===== src/rtl/dbg_scan_pkg.sv =====
package dbg_scan_pkg;

   typedef enum logic [3:0] {
      ST_TLR, ST_RTI,
      ST_SEL_DR, ST_CAP_DR, ST_SH_DR, ST_EX1_DR, ST_PA_DR, ST_EX2_DR, ST_UPD_DR,
      ST_SEL_IR, ST_CAP_IR, ST_SH_IR, ST_EX1_IR, ST_PA_IR, ST_EX2_IR, ST_UPD_IR
   } tap_state_t;

   localparam logic [2:0] ACK_OK   = 3'b010;
   localparam logic [2:0] ACK_WAIT = 3'b001;

endpackage


===== src/rtl/dbg_tap_fsm.sv =====
module dbg_tap_fsm
   import dbg_scan_pkg::*;
(
   input  logic       tck,
   input  logic       trst_n,
   input  logic       tms,
   output tap_state_t state
);

   tap_state_t nxt;

   always_comb begin
      case (state)
         ST_TLR:    nxt = tms ? ST_TLR    : ST_RTI;
         ST_RTI:    nxt = tms ? ST_SEL_DR : ST_RTI;
         ST_SEL_DR: nxt = tms ? ST_SEL_IR : ST_CAP_DR;
         ST_CAP_DR: nxt = tms ? ST_EX1_DR : ST_SH_DR;
         ST_SH_DR:  nxt = tms ? ST_EX1_DR : ST_SH_DR;
         ST_EX1_DR: nxt = tms ? ST_UPD_DR : ST_PA_DR;
         ST_PA_DR:  nxt = tms ? ST_EX2_DR : ST_PA_DR;
         ST_EX2_DR: nxt = tms ? ST_UPD_DR : ST_SH_DR;
         ST_UPD_DR: nxt = tms ? ST_SEL_DR : ST_RTI;
         ST_SEL_IR: nxt = tms ? ST_TLR    : ST_CAP_IR;
         ST_CAP_IR: nxt = tms ? ST_EX1_IR : ST_SH_IR;
         ST_SH_IR:  nxt = tms ? ST_EX1_IR : ST_SH_IR;
         ST_EX1_IR: nxt = tms ? ST_UPD_IR : ST_PA_IR;
         ST_PA_IR:  nxt = tms ? ST_EX2_IR : ST_PA_IR;
         ST_EX2_IR: nxt = tms ? ST_UPD_IR : ST_SH_IR;
         ST_UPD_IR: nxt = tms ? ST_SEL_DR : ST_RTI;
         default:   nxt = ST_TLR;
      endcase
   end

   always_ff @(posedge tck or negedge trst_n) begin
      if (!trst_n) state <= ST_TLR;
      else         state <= nxt;
   end

   // run length of TMS-high edges, saturating, for the reset-path check
   logic [2:0] hi_run;
   always_ff @(posedge tck or negedge trst_n) begin
      if (!trst_n)           hi_run <= '0;
      else if (!tms)         hi_run <= '0;
      else if (hi_run != 3'd7) hi_run <= hi_run + 3'd1;
   end

   a_r1_five_high_resets: assert property (@(posedge tck) disable iff (!trst_n)
      (hi_run >= 3'd5) |-> (state == ST_TLR));

endmodule


===== src/rtl/dbg_ir_stage.sv =====
module dbg_ir_stage
   import dbg_scan_pkg::*;
#(
   parameter int          IR_W     = 4,
   parameter logic [IR_W-1:0] RESET_OP = 4'b1110
)(
   input  logic            tck,
   input  logic            trst_n,
   input  tap_state_t      state,
   input  logic            tdi,
   output logic [IR_W-1:0] ir,
   output logic            ir_tdo
);

   localparam logic [IR_W-1:0] CAP_VAL = {{(IR_W-1){1'b0}}, 1'b1};

   logic [IR_W-1:0] ir_sh;

   initial begin : p_param_chk
      assert (IR_W >= 2) else $error("IR_W must be at least 2");
   end

   always_ff @(posedge tck or negedge trst_n) begin
      if (!trst_n) begin
         ir_sh <= '0;
      end else begin
         case (state)
            ST_CAP_IR: ir_sh <= CAP_VAL;
            ST_SH_IR:  ir_sh <= {tdi, ir_sh[IR_W-1:1]};
            default:   ir_sh <= ir_sh;
         endcase
      end
   end

   always_ff @(posedge tck or negedge trst_n) begin
      if (!trst_n)                ir <= RESET_OP;
      else if (state == ST_TLR)   ir <= RESET_OP;
      else if (state == ST_UPD_IR) ir <= ir_sh;
   end

   assign ir_tdo = ir_sh[0];

   a_r3_ir_capture: assert property (@(posedge tck) disable iff (!trst_n)
      (state == ST_CAP_IR) |=> (ir_sh[1:0] == 2'b01));

endmodule


===== src/rtl/dbg_dr_bank.sv =====
module dbg_dr_bank
   import dbg_scan_pkg::*;
#(
   parameter int              DATA_W     = 32,
   parameter int              ADDR_W     = 2,
   parameter int              ACK_W      = 3,
   parameter int              ID_W       = 32,
   parameter bit              HAS_IDCODE = 1'b1,
   parameter logic [ID_W-1:0] ID_VALUE   = 32'h3BA00477
)(
   input  logic              tck,
   input  logic              trst_n,
   input  tap_state_t        state,
   input  logic              tdi,
   input  logic              sel_id,
   input  logic              sel_dp,
   input  logic              sel_ap,
   input  logic              sel_ab,
   input  logic              port_busy,
   input  logic [DATA_W-1:0] resp_data,
   input  logic [ACK_W-1:0]  resp_ack,
   output logic              dr_tdo,
   output logic              req_valid,
   output logic              req_ap,
   output logic [ADDR_W-1:0] req_addr,
   output logic              req_rnw,
   output logic [DATA_W-1:0] req_data,
   output logic              abort_pulse
);

   localparam int ACC_W  = DATA_W + ADDR_W + 1;
   localparam int DAT_LO = ADDR_W + 1;

   initial begin : p_param_chk
      assert (ACK_W == ADDR_W + 1) else $error("ack field must span address and flag");
      assert (DATA_W >= 2)         else $error("DATA_W too small");
      assert (ID_W >= 2)           else $error("ID_W too small");
   end

   logic             sel_acc;
   logic             byp_q;
   logic [ACC_W-1:0] acc_sh;
   logic             wait_q;
   logic             id_tdo;
   logic             in_cap, in_sh, in_upd;

   assign sel_acc = sel_dp | sel_ap;
   assign in_cap  = (state == ST_CAP_DR);
   assign in_sh   = (state == ST_SH_DR);
   assign in_upd  = (state == ST_UPD_DR);

   // bypass stage
   always_ff @(posedge tck or negedge trst_n) begin
      if (!trst_n)    byp_q <= 1'b0;
      else if (in_cap) byp_q <= 1'b0;
      else if (in_sh)  byp_q <= tdi;
   end

   // identification register, present or folded into bypass
   generate
      if (HAS_IDCODE) begin : g_id
         logic [ID_W-1:0] id_sh;
         always_ff @(posedge tck or negedge trst_n) begin
            if (!trst_n)               id_sh <= '0;
            else if (in_cap && sel_id) id_sh <= ID_VALUE;
            else if (in_sh && sel_id)  id_sh <= {tdi, id_sh[ID_W-1:1]};
         end
         assign id_tdo = id_sh[0];

         a_r2_id_capture: assert property (@(posedge tck) disable iff (!trst_n)
            (in_cap && sel_id) |=> (id_sh == ID_VALUE));
      end else begin : g_no_id
         assign id_tdo = byp_q;
      end
   endgenerate

   // shared access / abort register
   always_ff @(posedge tck or negedge trst_n) begin
      if (!trst_n) begin
         acc_sh <= '0;
         wait_q <= 1'b0;
      end else if (in_cap && sel_acc) begin
         acc_sh <= {resp_data, (port_busy ? ACK_WAIT : resp_ack)};
         wait_q <= port_busy;
      end else if (in_cap && sel_ab) begin
         acc_sh <= '0;
         wait_q <= 1'b0;
      end else if (in_sh && (sel_acc || sel_ab)) begin
         acc_sh <= {tdi, acc_sh[ACC_W-1:1]};
      end
   end

   always_comb begin
      if (sel_acc || sel_ab) dr_tdo = acc_sh[0];
      else if (sel_id)       dr_tdo = id_tdo;
      else                   dr_tdo = byp_q;
   end

   // request issue on leaving Update-DR
   logic              sh_rnw;
   logic [ADDR_W-1:0] sh_addr;
   logic              dp_reserved_wr;
   logic              issue;

   assign sh_rnw         = acc_sh[0];
   assign sh_addr        = acc_sh[ADDR_W:1];
   assign dp_reserved_wr = sel_dp && !sh_rnw && (sh_addr == '0);
   assign issue          = in_upd && sel_acc && !wait_q && !dp_reserved_wr;

   always_ff @(posedge tck or negedge trst_n) begin
      if (!trst_n) begin
         req_valid   <= 1'b0;
         req_ap      <= 1'b0;
         req_addr    <= '0;
         req_rnw     <= 1'b0;
         req_data    <= '0;
         abort_pulse <= 1'b0;
      end else begin
         req_valid   <= issue;
         abort_pulse <= in_upd && sel_ab && acc_sh[0];
         if (issue) begin
            req_ap   <= sel_ap;
            req_addr <= sh_addr;
            req_rnw  <= sh_rnw;
            req_data <= acc_sh[ACC_W-1:DAT_LO];
         end
      end
   end

   a_r5_req_one_cycle: assert property (@(posedge tck) disable iff (!trst_n)
      req_valid |=> !req_valid);

   a_r5_req_after_update: assert property (@(posedge tck) disable iff (!trst_n)
      req_valid |-> ($past(state) == ST_UPD_DR));

   a_r7_busy_captures_wait: assert property (@(posedge tck) disable iff (!trst_n)
      (in_cap && sel_acc && port_busy) |=> (acc_sh[ACK_W-1:0] == ACK_WAIT));

   a_r9_abort_one_cycle: assert property (@(posedge tck) disable iff (!trst_n)
      abort_pulse |=> !abort_pulse);

endmodule


===== src/rtl/dbg_scan_port.sv =====
module dbg_scan_port
   import dbg_scan_pkg::*;
#(
   parameter int          IR_W       = 4,
   parameter int          DATA_W     = 32,
   parameter int          ADDR_W     = 2,
   parameter int          ACK_W      = 3,
   parameter int          ID_W       = 32,
   parameter bit          HAS_IDCODE = 1'b1,
   parameter logic [ID_W-1:0] ID_VALUE = 32'h3BA00477,
   parameter logic [IR_W-1:0] OP_ID    = 4'b1110,
   parameter logic [IR_W-1:0] OP_DP    = 4'b1010,
   parameter logic [IR_W-1:0] OP_AP    = 4'b1011,
   parameter logic [IR_W-1:0] OP_ABORT = 4'b1000
)(
   input  logic              tck,
   input  logic              trst_n,
   input  logic              tms,
   input  logic              tdi,
   output logic              tdo,
   output logic              req_valid,
   output logic              req_ap,
   output logic [ADDR_W-1:0] req_addr,
   output logic              req_rnw,
   output logic [DATA_W-1:0] req_data,
   input  logic              port_busy,
   input  logic [DATA_W-1:0] resp_data,
   input  logic [ACK_W-1:0]  resp_ack,
   output logic              abort_pulse
);

   tap_state_t      state;
   logic [IR_W-1:0] ir;
   logic            ir_tdo, dr_tdo;
   logic            sel_id, sel_dp, sel_ap, sel_ab;

   dbg_tap_fsm u_tap (
      .tck    (tck),
      .trst_n (trst_n),
      .tms    (tms),
      .state  (state)
   );

   dbg_ir_stage #(.IR_W(IR_W), .RESET_OP(OP_ID)) u_ir (
      .tck    (tck),
      .trst_n (trst_n),
      .state  (state),
      .tdi    (tdi),
      .ir     (ir),
      .ir_tdo (ir_tdo)
   );

   // unknown opcodes leave every select low and fall to bypass
   assign sel_id = (ir == OP_ID) && HAS_IDCODE;
   assign sel_dp = (ir == OP_DP);
   assign sel_ap = (ir == OP_AP);
   assign sel_ab = (ir == OP_ABORT);

   dbg_dr_bank #(
      .DATA_W     (DATA_W),
      .ADDR_W     (ADDR_W),
      .ACK_W      (ACK_W),
      .ID_W       (ID_W),
      .HAS_IDCODE (HAS_IDCODE),
      .ID_VALUE   (ID_VALUE)
   ) u_dr (
      .tck         (tck),
      .trst_n      (trst_n),
      .state       (state),
      .tdi         (tdi),
      .sel_id      (sel_id),
      .sel_dp      (sel_dp),
      .sel_ap      (sel_ap),
      .sel_ab      (sel_ab),
      .port_busy   (port_busy),
      .resp_data   (resp_data),
      .resp_ack    (resp_ack),
      .dr_tdo      (dr_tdo),
      .req_valid   (req_valid),
      .req_ap      (req_ap),
      .req_addr    (req_addr),
      .req_rnw     (req_rnw),
      .req_data    (req_data),
      .abort_pulse (abort_pulse)
   );

   // TDO launched on the falling edge
   always_ff @(negedge tck or negedge trst_n) begin
      if (!trst_n)                tdo <= 1'b0;
      else if (state == ST_SH_DR) tdo <= dr_tdo;
      else if (state == ST_SH_IR) tdo <= ir_tdo;
      else                        tdo <= 1'b0;
   end

   a_r10_tdo_idle_low: assert property (@(posedge tck) disable iff (!trst_n)
      (state == ST_RTI && $past(state) == ST_RTI) |-> (tdo == 1'b0));

endmodule


===== config.mk =====
export PLATFORM = sky130hd
export DESIGN_NAME = dbg_scan_port
export DESIGN_NICKNAME = d
export VERILOG_FILES = /design/src/rtl/dbg_scan_pkg.sv /design/src/rtl/dbg_tap_fsm.sv /design/src/rtl/dbg_ir_stage.sv /design/src/rtl/dbg_dr_bank.sv /design/src/rtl/dbg_scan_port.sv
export SDC_FILE = /design/constraint.sdc
export NUM_CORES = 1
export LEC_CHECK = 0
export ABC_AREA = 0
export BUFFER_PORTS_ARGS = -buffer_cell sky130_fd_sc_hd__buf_2
export CORE_MARGIN = 4
export CORE_UTILIZATION = 63
export CTS_BUF_LIST = sky130_fd_sc_hd__clkbuf_4
export CTS_CLUSTER_DIAMETER = 200
export DETAILED_ROUTE_END_ITERATION = 6
export HOLD_SLACK_MARGIN = 0.1
export PLACE_DENSITY = 0.87
export SLEW_MARGIN = 10
export SYNTH_ARGS = -nofsm -noshare
export SYNTH_HDL_FRONTEND = slang
export SYNTH_SLANG_ARGS = --single-unit

===== constraint.sdc =====
create_clock -name tck -period 4.5 [get_ports tck]
set_clock_uncertainty 0.05 [all_clocks]
set_input_delay 0.675 -clock tck [delete_from_list [all_inputs] [get_ports tck]]
set_output_delay 0.675 -clock tck [all_outputs]
set_load 0.05 [all_outputs]

==> results of run 1 <==
==> power groups by stage <==
stage / registers (mW) / logic (mW) / clock network [mW]
6_report: 1.67 / 1.48 / 0.843
2_1_floorplan: 2.11 / 0.706 / 0
5_1_grt: 1.72 / 1.62 / 0.910
4_1_cts: 1.67 / 1.50 / 0.857
3_3_place_gp: 1.67 / 1.45 / 0
3_5_place_dp: 1.69 / 1.49 / 0
==> area by class of cell <==
class	instances	share of cell area [%]
Clock buffer	18	2.298
Inverter	5	0.3192
Tap cell	102	2.171
Clock inverter	14	3.171
Sequential cell	120	51.14
Multi-Input combinational cell	320	33.20
Timing Repair Buffer	86	7.704
==> through the flow <==
stage	hold slack [ps]	power, mW	instances	cell area [µm²]	utilization, %
6_report	270.5	3.999	665	5879	74.92
5_1_grt	287.9	4.258	665	5879	74.92
4_1_cts	265.6	4.026	665	5879	74.92
3_5_place_dp	420.6	3.181	633	5558	70.82
3_3_place_gp	412.2	3.113	633	5558	70.82
2_1_floorplan	329.4	2.815	480	5139	-
==> cells by family after synthesis <==
logic type	after synthesis	share of synthesized area, %
buffers and inverters	40	3.628
multiplexers	40	8.693
flip-flops	120	58.51
AND/OR/NAND/NOR	146	12.59
AO/OA/AOI/OAI	134	16.58
==> per-layer routing <==
metal / vias up / share of wire, % / GRT usage (%) / wire, µm
met1: 1835 / 43 / 30.00 / 4432
met3: 18 / 5.3 / 6.500 / 547
li1: 1821 / - / - / -
met4: 0 / 1.8 / 7.983 / 190
met2: 93 / 50 / 37.70 / 5237
met5: - / 0 / 0 / 0
==> path summary, 6_finish.rpt <==
path                                     startpoint                   to  slack (ps)  cells past startpoint
max in group asynchronous                    trst_n                  tdo        2180                      1
worst max-delay path                            tdo                  tdo         450                      1
worst max register to register           u_ir.ir[3]                  tdo         610                      4
worst min-delay path                         trst_n   u_dr.g_id.id_sh[5]         270                      2
worst min register to register  u_dr.g_id.id_sh[17]  u_dr.g_id.id_sh[17]         440                      2
min in group tck                        resp_ack[1]       u_dr.acc_sh[1]         360                      2
==> Yosys cell counts, types with 2 or more instances <==
cell | n | area share [%]
nand3_1 | 3 | 0.29
mux2_2 | 37 | 8.1
dfstp_2 | 3 | 1.5
mux2i_1 | 3 | 0.58
inv_1 | 5 | 0.37
nand2_1 | 64 | 4.7
dfrtp_1 | 116 | 56
nor2_1 | 51 | 3.7
o21ai_0 | 46 | 4.5
nor3_1 | 2 | 0.19
a22oi_1 | 36 | 5.3
nor2b_1 | 9 | 1.1
nand2b_1 | 4 | 0.49
buf_6 | 2 | 0.44
buf_2 | 14 | 1.4
a21oi_1 | 33 | 3.2
nor3b_1 | 2 | 0.29
a21oi_2 | 7 | 1.2
nand3b_1 | 2 | 0.29
a221o_1 | 3 | 0.58
clkbuf_1 | 17 | 1.2
==> state kept, by name, summed over array words and instances, names as in the netlist <==
register and cells:
u_dr.g_id.id_sh 32, u_ir.ir_sh 4, u_ir.ir 4, u_dr.req_rnw 1
u_dr.req_valid 1, u_dr.req_data 32, tdo 1, u_dr.req_addr 2
u_dr.req_ap 1, u_dr.byp_q 1, u_dr.wait_q 1, u_dr.acc_sh 35
u_dr.abort_pulse 1, u_tap.state 4
==> flow_metrics.env, run 1 <==
export IMPL_outcome="finished clean"
export IMPL_fp_dieW_um=98.32
export IMPL_hpwl_um=6835
export IMPL_multi_input_area_mm2=0.001952
export IMPL_clock_sinks=120
export IMPL_io_pins=79
export IMPL_critical_path_class="flip-flop to primary output"
export IMPL_required_ps=3770
export IMPL_cp_max_fo=1
export IMPL_area_growth_pct=14.41
export IMPL_mostFrequentLayoutCells="dfrtp_1, buf_2, nand2_1, nor2_1, o21ai_0"
export IMPL_setup_ws_ps=449.9
export IMPL_cts_setup_buffers=0
export IMPL_finalNetCount=590
export IMPL_ant_nets=0
export IMPL_port_buffers=78
export IMPL_viasPerCell=5.665
export IMPL_first_pass_iters=4
export IMPL_setup_violations=0
export IMPL_p_sw_mw=1.721
export IMPL_cts_buffer_depth=2
export IMPL_pwr_share_comb_pct=37.1
export IMPL_dieArea_mm2=0.009666
export IMPL_cts_tree="done"
export IMPL_cp_arrival_ps=3330
export IMPL_synth_edf_count=0
export IMPL_critPathBufInv=1
export IMPL_hold_violations=0
export IMPL_grt_overflow=0
export IMPL_fp_row_count=32
export IMPL_ctsResizeCount=0
export IMPL_p_per_area_mw_per_mm2=680.1
export IMPL_wl_per_cell_um=15.65
export IMPL_synth_async_reset_ratio_pct=100.0
export IMPL_drive_gt1_share_pct=30.02
export IMPL_clkTransAtPathRegs_ps=110
export IMPL_yosys_warnings=0
export IMPL_crit_family="flip-flops"
export IMPL_h_tree_depth=4
export IMPL_hold_class="primary input to asynchronous set/reset pin"
export IMPL_endpoint_kind="primary output"
export IMPL_gp_congestion=0.8615
export IMPL_p_int_mw=2.278
export IMPL_switching_share_pct=43.04
export IMPL_cts_made_buffers=17
export IMPL_n_fill_cell=549
export IMPL_grt_pass1_vias=3912
export IMPL_postSynthAreaPerCell_um2=10.71
export IMPL_grt_start_max_net_pins=69
export IMPL_syn_area_mm2=0.005139
export IMPL_grtUsageTotal_pct=23.14
export IMPL_ir_drop_mv=0.4611
export IMPL_antenna_cells=0
export IMPL_regArea_mm2=0.003007
export IMPL_start_util_pct=65.48
export IMPL_cp_slowest_cell="dfrtn_1"
export IMPL_layout_commonest_cell="dfrtp_1"
export IMPL_worst_path_largest_cell_delay_ps=390
export IMPL_drc_errors=0
export IMPL_postSynthCellCount=480
export IMPL_die_h_um=98.32
export IMPL_drt_total_wl_um=10410
export IMPL_synth_main_ff_cell="dfrtp_1"
export IMPL_seq_area_frac_synth_pct=58.51
export IMPL_drtIter0Drc=171
export IMPL_synth_nets=520
export IMPL_maxCapViolCount=0
export IMPL_grt_pass1_wl_um=18050
export IMPL_antenna_found_initial=0
export IMPL_route_vias_total=3767
export IMPL_critical_path_cell_chain="buf_2"
export IMPL_synth_seq_cells=120
export IMPL_clockPowerShare_pct=21.1
export IMPL_cellLeakagePower_nw=2.895
export IMPL_core_mm2=0.007848
export IMPL_crit_path_start_kind="flip-flop"
export IMPL_slew_viol_final=0
export IMPL_finalSetupTns_ps=0
export IMPL_worst_pin_slew_ps=771.7
export IMPL_slew_headroom_pct=48.55
export IMPL_ctsHoldBuffers=0
export IMPL_ys_types=42
export IMPL_root_buffer="clkbuf_4"
export IMPL_dp_slack_ps=676.4
export IMPL_rsz0062_at_grt="no"
export IMPL_sequentialPowerShare_pct=41.9
export IMPL_clkLatencyLatePin_ps=490
Power figures use the tool's default switching activity.
==> run 2: changes to the inputs <==
--- a/config.mk
+++ b/config.mk
@@ -7,13 +7,14 @@
 export LEC_CHECK = 0
 export ABC_AREA = 0
 export BUFFER_PORTS_ARGS = -buffer_cell sky130_fd_sc_hd__buf_2
-export CORE_MARGIN = 4
+export CAP_MARGIN = 0
+export CORE_MARGIN = 10
 export CORE_UTILIZATION = 63
 export CTS_BUF_LIST = sky130_fd_sc_hd__clkbuf_4
 export CTS_CLUSTER_DIAMETER = 200
 export DETAILED_ROUTE_END_ITERATION = 6
 export HOLD_SLACK_MARGIN = 0.1
-export PLACE_DENSITY = 0.87
+export PLACE_DENSITY_LB_ADDON = 0.08
 export SLEW_MARGIN = 10
 export SYNTH_ARGS = -nofsm -noshare
 export SYNTH_HDL_FRONTEND = slang
==> run 2 against run 1 <==
  * Die area is 26% higher
  * Combinational power is essentially flat
  * Via count decreased by 0.21%
  * Total power down 2.4%
  * Register-to-register slack hardly changed
  * Non-clock buffer count rose by 1
  * Sequential power barely moved
  * Core utilization fell by 0.41 points
  * Routed wire length rose by 2.2%
  * Largest power group unchanged
  * Highest routed layer unchanged
==> flow_metrics.env, run 2 (synthesis results as in run 1) <==
export IMPL_first_pass_iters=4
export IMPL_viasPerCell=5.644
export IMPL_outcome="finished clean"
export IMPL_drt_total_wl_um=10640
export IMPL_dp_cells=634
export IMPL_grtUsageTotal_pct=18.04
export IMPL_antenna_found_initial=0
export IMPL_mostFrequentLayoutCells="dfrtp_1, buf_2, nand2_1, nor2_1, o21ai_0"
export IMPL_drive_gt1_share_pct=29.96
export IMPL_fin_cells=666
export IMPL_rr_startpoint="u_ir.ir[3]"
export IMPL_hpwl_um=7014
export IMPL_grt_pass1_vias=3607
export IMPL_critical_path_class="flip-flop to primary output"
export IMPL_cp_slowest_cell="dfrtn_1"
export IMPL_hold_class="primary input to asynchronous set/reset pin"
export IMPL_worst_path_largest_cell_delay_ps=390
export IMPL_cp_max_fo=1
export IMPL_slew_viol_final=0
export IMPL_clkTransAtPathRegs_ps=110
export IMPL_critical_path_cell_chain="buf_2"
export IMPL_cts_tree="done"
export IMPL_area_growth_pct=13.78
export IMPL_crit_path_start_kind="flip-flop"
export IMPL_antenna_cells=0
export IMPL_ctsResizeCount=0
export IMPL_worst_pin_slew_ps=810.7
export IMPL_finalNetCount=591
export IMPL_ir_drop_mv=0.4074
export IMPL_reg_top3="u_dr.acc_sh (35), u_dr.g_id.id_sh (32), u_dr.req_data (32)"
export IMPL_grt_pass1_wl_um=17290
export IMPL_clkLatencyLatePin_ps=510
export IMPL_cts_made_buffers=17
export IMPL_io_pins=79
export IMPL_maxCapViolCount=0
export IMPL_setup_worst_path_end="tdo"
export IMPL_ctsHoldBuffers=0
export IMPL_n_fill_cell=577
export IMPL_port_buffers=78
export IMPL_r2r_cells=4
export IMPL_rrSetupSlack_ps=600
export IMPL_slew_headroom_pct=45.95
export IMPL_worstReg2RegEnd="tdo"
export IMPL_cts_buffer_depth=2
export IMPL_die_h_um=110.3
export IMPL_required_ps=3770
export IMPL_dieArea_mm2=0.01217
export IMPL_critPathBufInv=1
export IMPL_ant_nets=0
export IMPL_rsz0062_at_grt="no"
export IMPL_crit_family="flip-flops"
export IMPL_wl_per_cell_um=15.97
export IMPL_grt_overflow=0
export IMPL_layout_commonest_cell="dfrtp_1"
export IMPL_root_buffer="clkbuf_4"
export IMPL_grt_start_max_net_pins=69
export IMPL_endpoint_kind="primary output"
export IMPL_top_register="u_dr.acc_sh"
export IMPL_route_vias_total=3759
export IMPL_h_tree_depth=4
export IMPL_drc_errors=0
export IMPL_start_util_pct=65.48
export IMPL_finalSetupTns_ps=0
export IMPL_setup_violations=0
export IMPL_p_per_area_mw_per_mm2=667.2
export IMPL_largest_reg_flops=35
export IMPL_startpoint="tdo"
export IMPL_clock_sinks=120
export IMPL_cp_arrival_ps=3340
export IMPL_fp_row_count=32
export IMPL_fp_dieW_um=110.3
export IMPL_cts_setup_buffers=0
export IMPL_gp_congestion=0.8498
export IMPL_drtIter0Drc=165
export IMPL_core_mm2=0.007848
export IMPL_hold_violations=0
export IMPL_cp_depth=1
export IMPL_cellLeakagePower_nw=2.867
[run 2: cell types whose count changed in the layout (fill, tap and decap cells not counted), sizes merged]
cell      delta
clkbuf       -1
clkinvlp     +4
inv          -6
buf          +1
clkinv       +4
bufinv       -1
[run 2: power breakdown]
part | switching (mW) | internal (mW)
combinational | 1.04 | 0.469
clock | 0.414 | 0.328
sequential | 0.239 | 1.41
total | 1.70 | 2.20
[run 2: worst reg2reg max path, stage by stage, from the launching register on]
cell and delay [ps]:
dfstp_2 580, nor2b_1 300, o21ai_0 230, mux2i_1 180
o21ai_0 90
[run 2: how the worst min path moves through the flow]
| stage | start | endpoint | cells past startpoint |
|---|---|---|---|
| floorplan | trst_n | u_dr.abort_pulse | 0 |
| global placement | u_dr.g_id.id_sh[27] | u_dr.g_id.id_sh[27] | 2 |
| detailed placement | u_dr.g_id.id_sh[27] | u_dr.g_id.id_sh[27] | 2 |
| CTS | trst_n | u_dr.req_data[11] | 2 |
| global route | trst_n | u_dr.acc_sh[20] | 2 |
| finish | trst_n | u_dr.req_data[6] | 2 |
[run 2: final cells by class]
cell class | instances | area, µm² | share of cell area, %
clock buffers | 17 | 127.6 | 2.183
clock inverters | 15 | 153.9 | 2.632
inverters | 5 | 18.77 | 0.3210
multi-input cells | 320 | 1952 | 33.38
flip-flops and latches | 120 | 3007 | 51.42
well taps | 102 | 127.6 | 2.183
repair buffers | 87 | 460.4 | 7.875
[run 2: metal layers]
metal	wire, µm	track usage [%]	vias to the layer above	part of all wire (%)
li1	-	-	1827	-
met2	5093	27.65	90	48
met3	756	6.442	20	7.1
met1	4623	23.18	1822	43
met4	164	6.606	0	1.5
met5	0	0	-	0
[run 2: stage by stage]
stage	total power [mW]	instance area [µm²]	util, %	hold slack, ps	worst slack, ps
floorplan	2.815	5139	-	329.4	848.6
global placement	3.139	5565	70.92	411.2	717.0
detailed placement	3.190	5565	70.92	420.3	675.1
CTS	3.928	5847	74.51	240.7	419.6
global route	4.155	5847	74.51	256.0	391.5
finish	3.901	5847	74.51	230.2	436.0
==> run 3: changes to the inputs <==
--- a/config.mk
+++ b/config.mk
@@ -12,6 +12,7 @@
 export CORE_UTILIZATION = 63
 export CTS_BUF_LIST = sky130_fd_sc_hd__clkbuf_4
 export CTS_CLUSTER_DIAMETER = 200
+export CTS_CLUSTER_SIZE = 14
 export DETAILED_ROUTE_END_ITERATION = 6
 export HOLD_SLACK_MARGIN = 0.1
 export PLACE_DENSITY_LB_ADDON = 0.08
==> constraint.sdc (replaced) <==
create_clock -name tck -period 4.5 [get_ports tck]
set_clock_uncertainty 0.05 [all_clocks]
set_input_delay 1.125 -clock tck [delete_from_list [all_inputs] [get_ports tck]]
set_output_delay 1.125 -clock tck [all_outputs]
set_load 0.05 [all_outputs]
==> run 3 against run 2 <==
  * Count of clock-buffer cells in the layout is the same
  * First-iteration DRC count increased by 22%
  * Via count grew 0.51%
  * Clock power decreased by 4.0%
  * Sequential power hardly changed
  * Total power shrank 0.64%
  * Largest power group unchanged
  * Critical path type unchanged
  * Highest routed layer unchanged
  * Setup slack worse by 380 ps
  * Die area unchanged
  * Critical path depth is the same
  * Sequential cell count unchanged
==> flow_metrics.env, run 3 (synthesis results as in run 1) <==
export IMPL_finalSetupTns_ps=0
export IMPL_root_buffer="clkbuf_4"
export IMPL_fin_cells=665
export IMPL_stdcell_area_mm2=0.005829
export IMPL_rrSetupSlack_ps=570
export IMPL_wl_per_cell_um=16.09
export IMPL_first_pass_iters=5
export IMPL_maxCapViolCount=0
export IMPL_outcome="finished clean"
export IMPL_p_sw_mw=1.678
export IMPL_globalRoute_busiestLayer="met2"
export IMPL_route_vias_total=3778
export IMPL_die_h_um=110.3
export IMPL_holdWs_ps=440.9
export IMPL_clkLatencyLatePin_ps=500
export IMPL_fp_row_count=32
export IMPL_grt_start_max_net_pins=82
export IMPL_critical_path_cell_chain="buf_4"
export IMPL_pwr_share_comb_pct=39.2
export IMPL_cts_buffer_depth=2
export IMPL_crit_family="flip-flops"
export IMPL_dp_cells=634
export IMPL_viasPerCell=5.681
export IMPL_cp_max_fo=1
export IMPL_cts_made_buffers=17
export IMPL_core_mm2=0.007848
export IMPL_worst_path_largest_cell_delay_ps=390
export IMPL_slew_headroom_pct=35.44
export IMPL_hpwl_um=7001
export IMPL_start_util_pct=65.48
export IMPL_antenna_found_initial=0
export IMPL_dieArea_mm2=0.01217
export IMPL_area_growth_pct=13.44
export IMPL_h_tree_depth=4
export IMPL_crit_path_start_kind="flip-flop"
export IMPL_cellLeakagePower_nw=2.874
export IMPL_cts_tree="done"
export IMPL_mostFrequentLayoutCells="dfrtp_1, buf_2, nand2_1, nor2_1, o21ai_0"
export IMPL_largest_reg_flops=35
export IMPL_clock_sinks=120
export IMPL_antenna_cells=0
export IMPL_worst_pin_slew_ps=968.4
export IMPL_grt_pass1_vias=3645
export IMPL_critical_path_class="flip-flop to primary output"
export IMPL_grt_overflow=0
export IMPL_rsz0062_at_grt="no"
export IMPL_dpl_cell_area_mm2=0.005565
export IMPL_setup_violations=0
export IMPL_io_pins=79
export IMPL_hold_violations=0
export IMPL_required_ps=3320
export IMPL_drive_gt1_share_pct=29.84
export IMPL_p_per_area_mw_per_mm2=664.9
export IMPL_ant_nets=0
export IMPL_clkTransAtPathRegs_ps=90
export IMPL_grt_use_met3_pct=6.036
export IMPL_critPathBufInv=1
export IMPL_drtIter0Drc=201
export IMPL_cp_arrival_ps=3270
export IMPL_slew_viol_final=0
export IMPL_grtUsageTotal_pct=18.15
export IMPL_cp_slowest_cell="dfrtn_1"
export IMPL_endpoint_kind="primary output"
export IMPL_gp_congestion=0.7976
export IMPL_layout_commonest_cell="dfrtp_1"
export IMPL_drt_total_wl_um=10700
export IMPL_sequentialPowerShare_pct=42.4
export IMPL_grt_pass1_wl_um=17620
export IMPL_p_int_mw=2.198
export IMPL_hold_class="flip-flop to flip-flop"
export IMPL_cts_setup_buffers=0
export IMPL_switching_share_pct=43.29
export IMPL_met1_usage_pct=24.05
export IMPL_ir_drop_mv=0.3599
export IMPL_finalNetCount=591
export IMPL_port_buffers=78
export IMPL_gr_usage_met2_pct=27.61
export IMPL_fp_dieW_um=110.3
export IMPL_top_register="u_dr.acc_sh"
export IMPL_clockPowerShare_pct=18.4
export IMPL_drc_errors=0
export IMPL_n_fill_cell=574
export IMPL_ctsHoldBuffers=0
export IMPL_reg_top3="u_dr.acc_sh (35), u_dr.g_id.id_sh (32), u_dr.req_data (32)"
## run 3: worst paths after layout
check,cells past startpoint,start,endpoint
max,1,tdo,tdo
min,2,u_dr.g_id.id_sh[31],u_dr.g_id.id_sh[31]
max reg2reg,4,u_ir.ir[3],tdo
min reg2reg,2,u_dr.g_id.id_sh[31],u_dr.g_id.id_sh[31]
max in group asynchronous,1,trst_n,tdo
min in group asynchronous,2,trst_n,u_dr.req_data[7]
## run 3: routing by layer
layer	vias to the layer above	share of wire [%]
met5	-	0
met4	0	1.0
met3	11	7.0
met2	96	48
met1	1846	44
li1	1825	-
## run 3: per-stage QoR
| step | worst slack, ps | total power [mW] | util, % |
|---|---|---|---|
| after floorplan | 423.8 | 2.815 | - |
| after global placement | 454.5 | 3.138 | 70.92 |
| after detailed placement | 453.3 | 3.193 | 70.92 |
| after CTS | 23.22 | 3.913 | 74.28 |
| after global routing | 14.45 | 4.127 | 74.28 |
| final | 56.42 | 3.876 | 74.28 |
## run 3: area by class of cell
type | instances | area (µm²) | share of cell area [%]
Clock buffer | 17 | 127.6 | 2.189
Clock inverter | 14 | 133.9 | 2.297
Inverter | 5 | 18.77 | 0.3220
Multi-Input combinational cell | 320 | 1952 | 33.48
Sequential cell | 120 | 3007 | 51.58
Tap cell | 102 | 127.6 | 2.189
Timing Repair Buffer | 87 | 462.9 | 7.942
## run 3: power groups by stage
stage	Clock (mW)	Sequential, mW	Combinational, mW
2_1_floorplan	0	2.11	0.706
3_3_place_gp	0	1.65	1.49
3_5_place_dp	0	1.66	1.53
4_1_cts	0.733	1.64	1.54
5_1_grt	0.781	1.69	1.65
6_report	0.712	1.64	1.52
## run 3: what timing repair did
action                                 in CTS  in global routing
setup endpoints to repair                   1                  0
gates resized for setup                     1                  0
endpoints found under the hold margin       0                  0
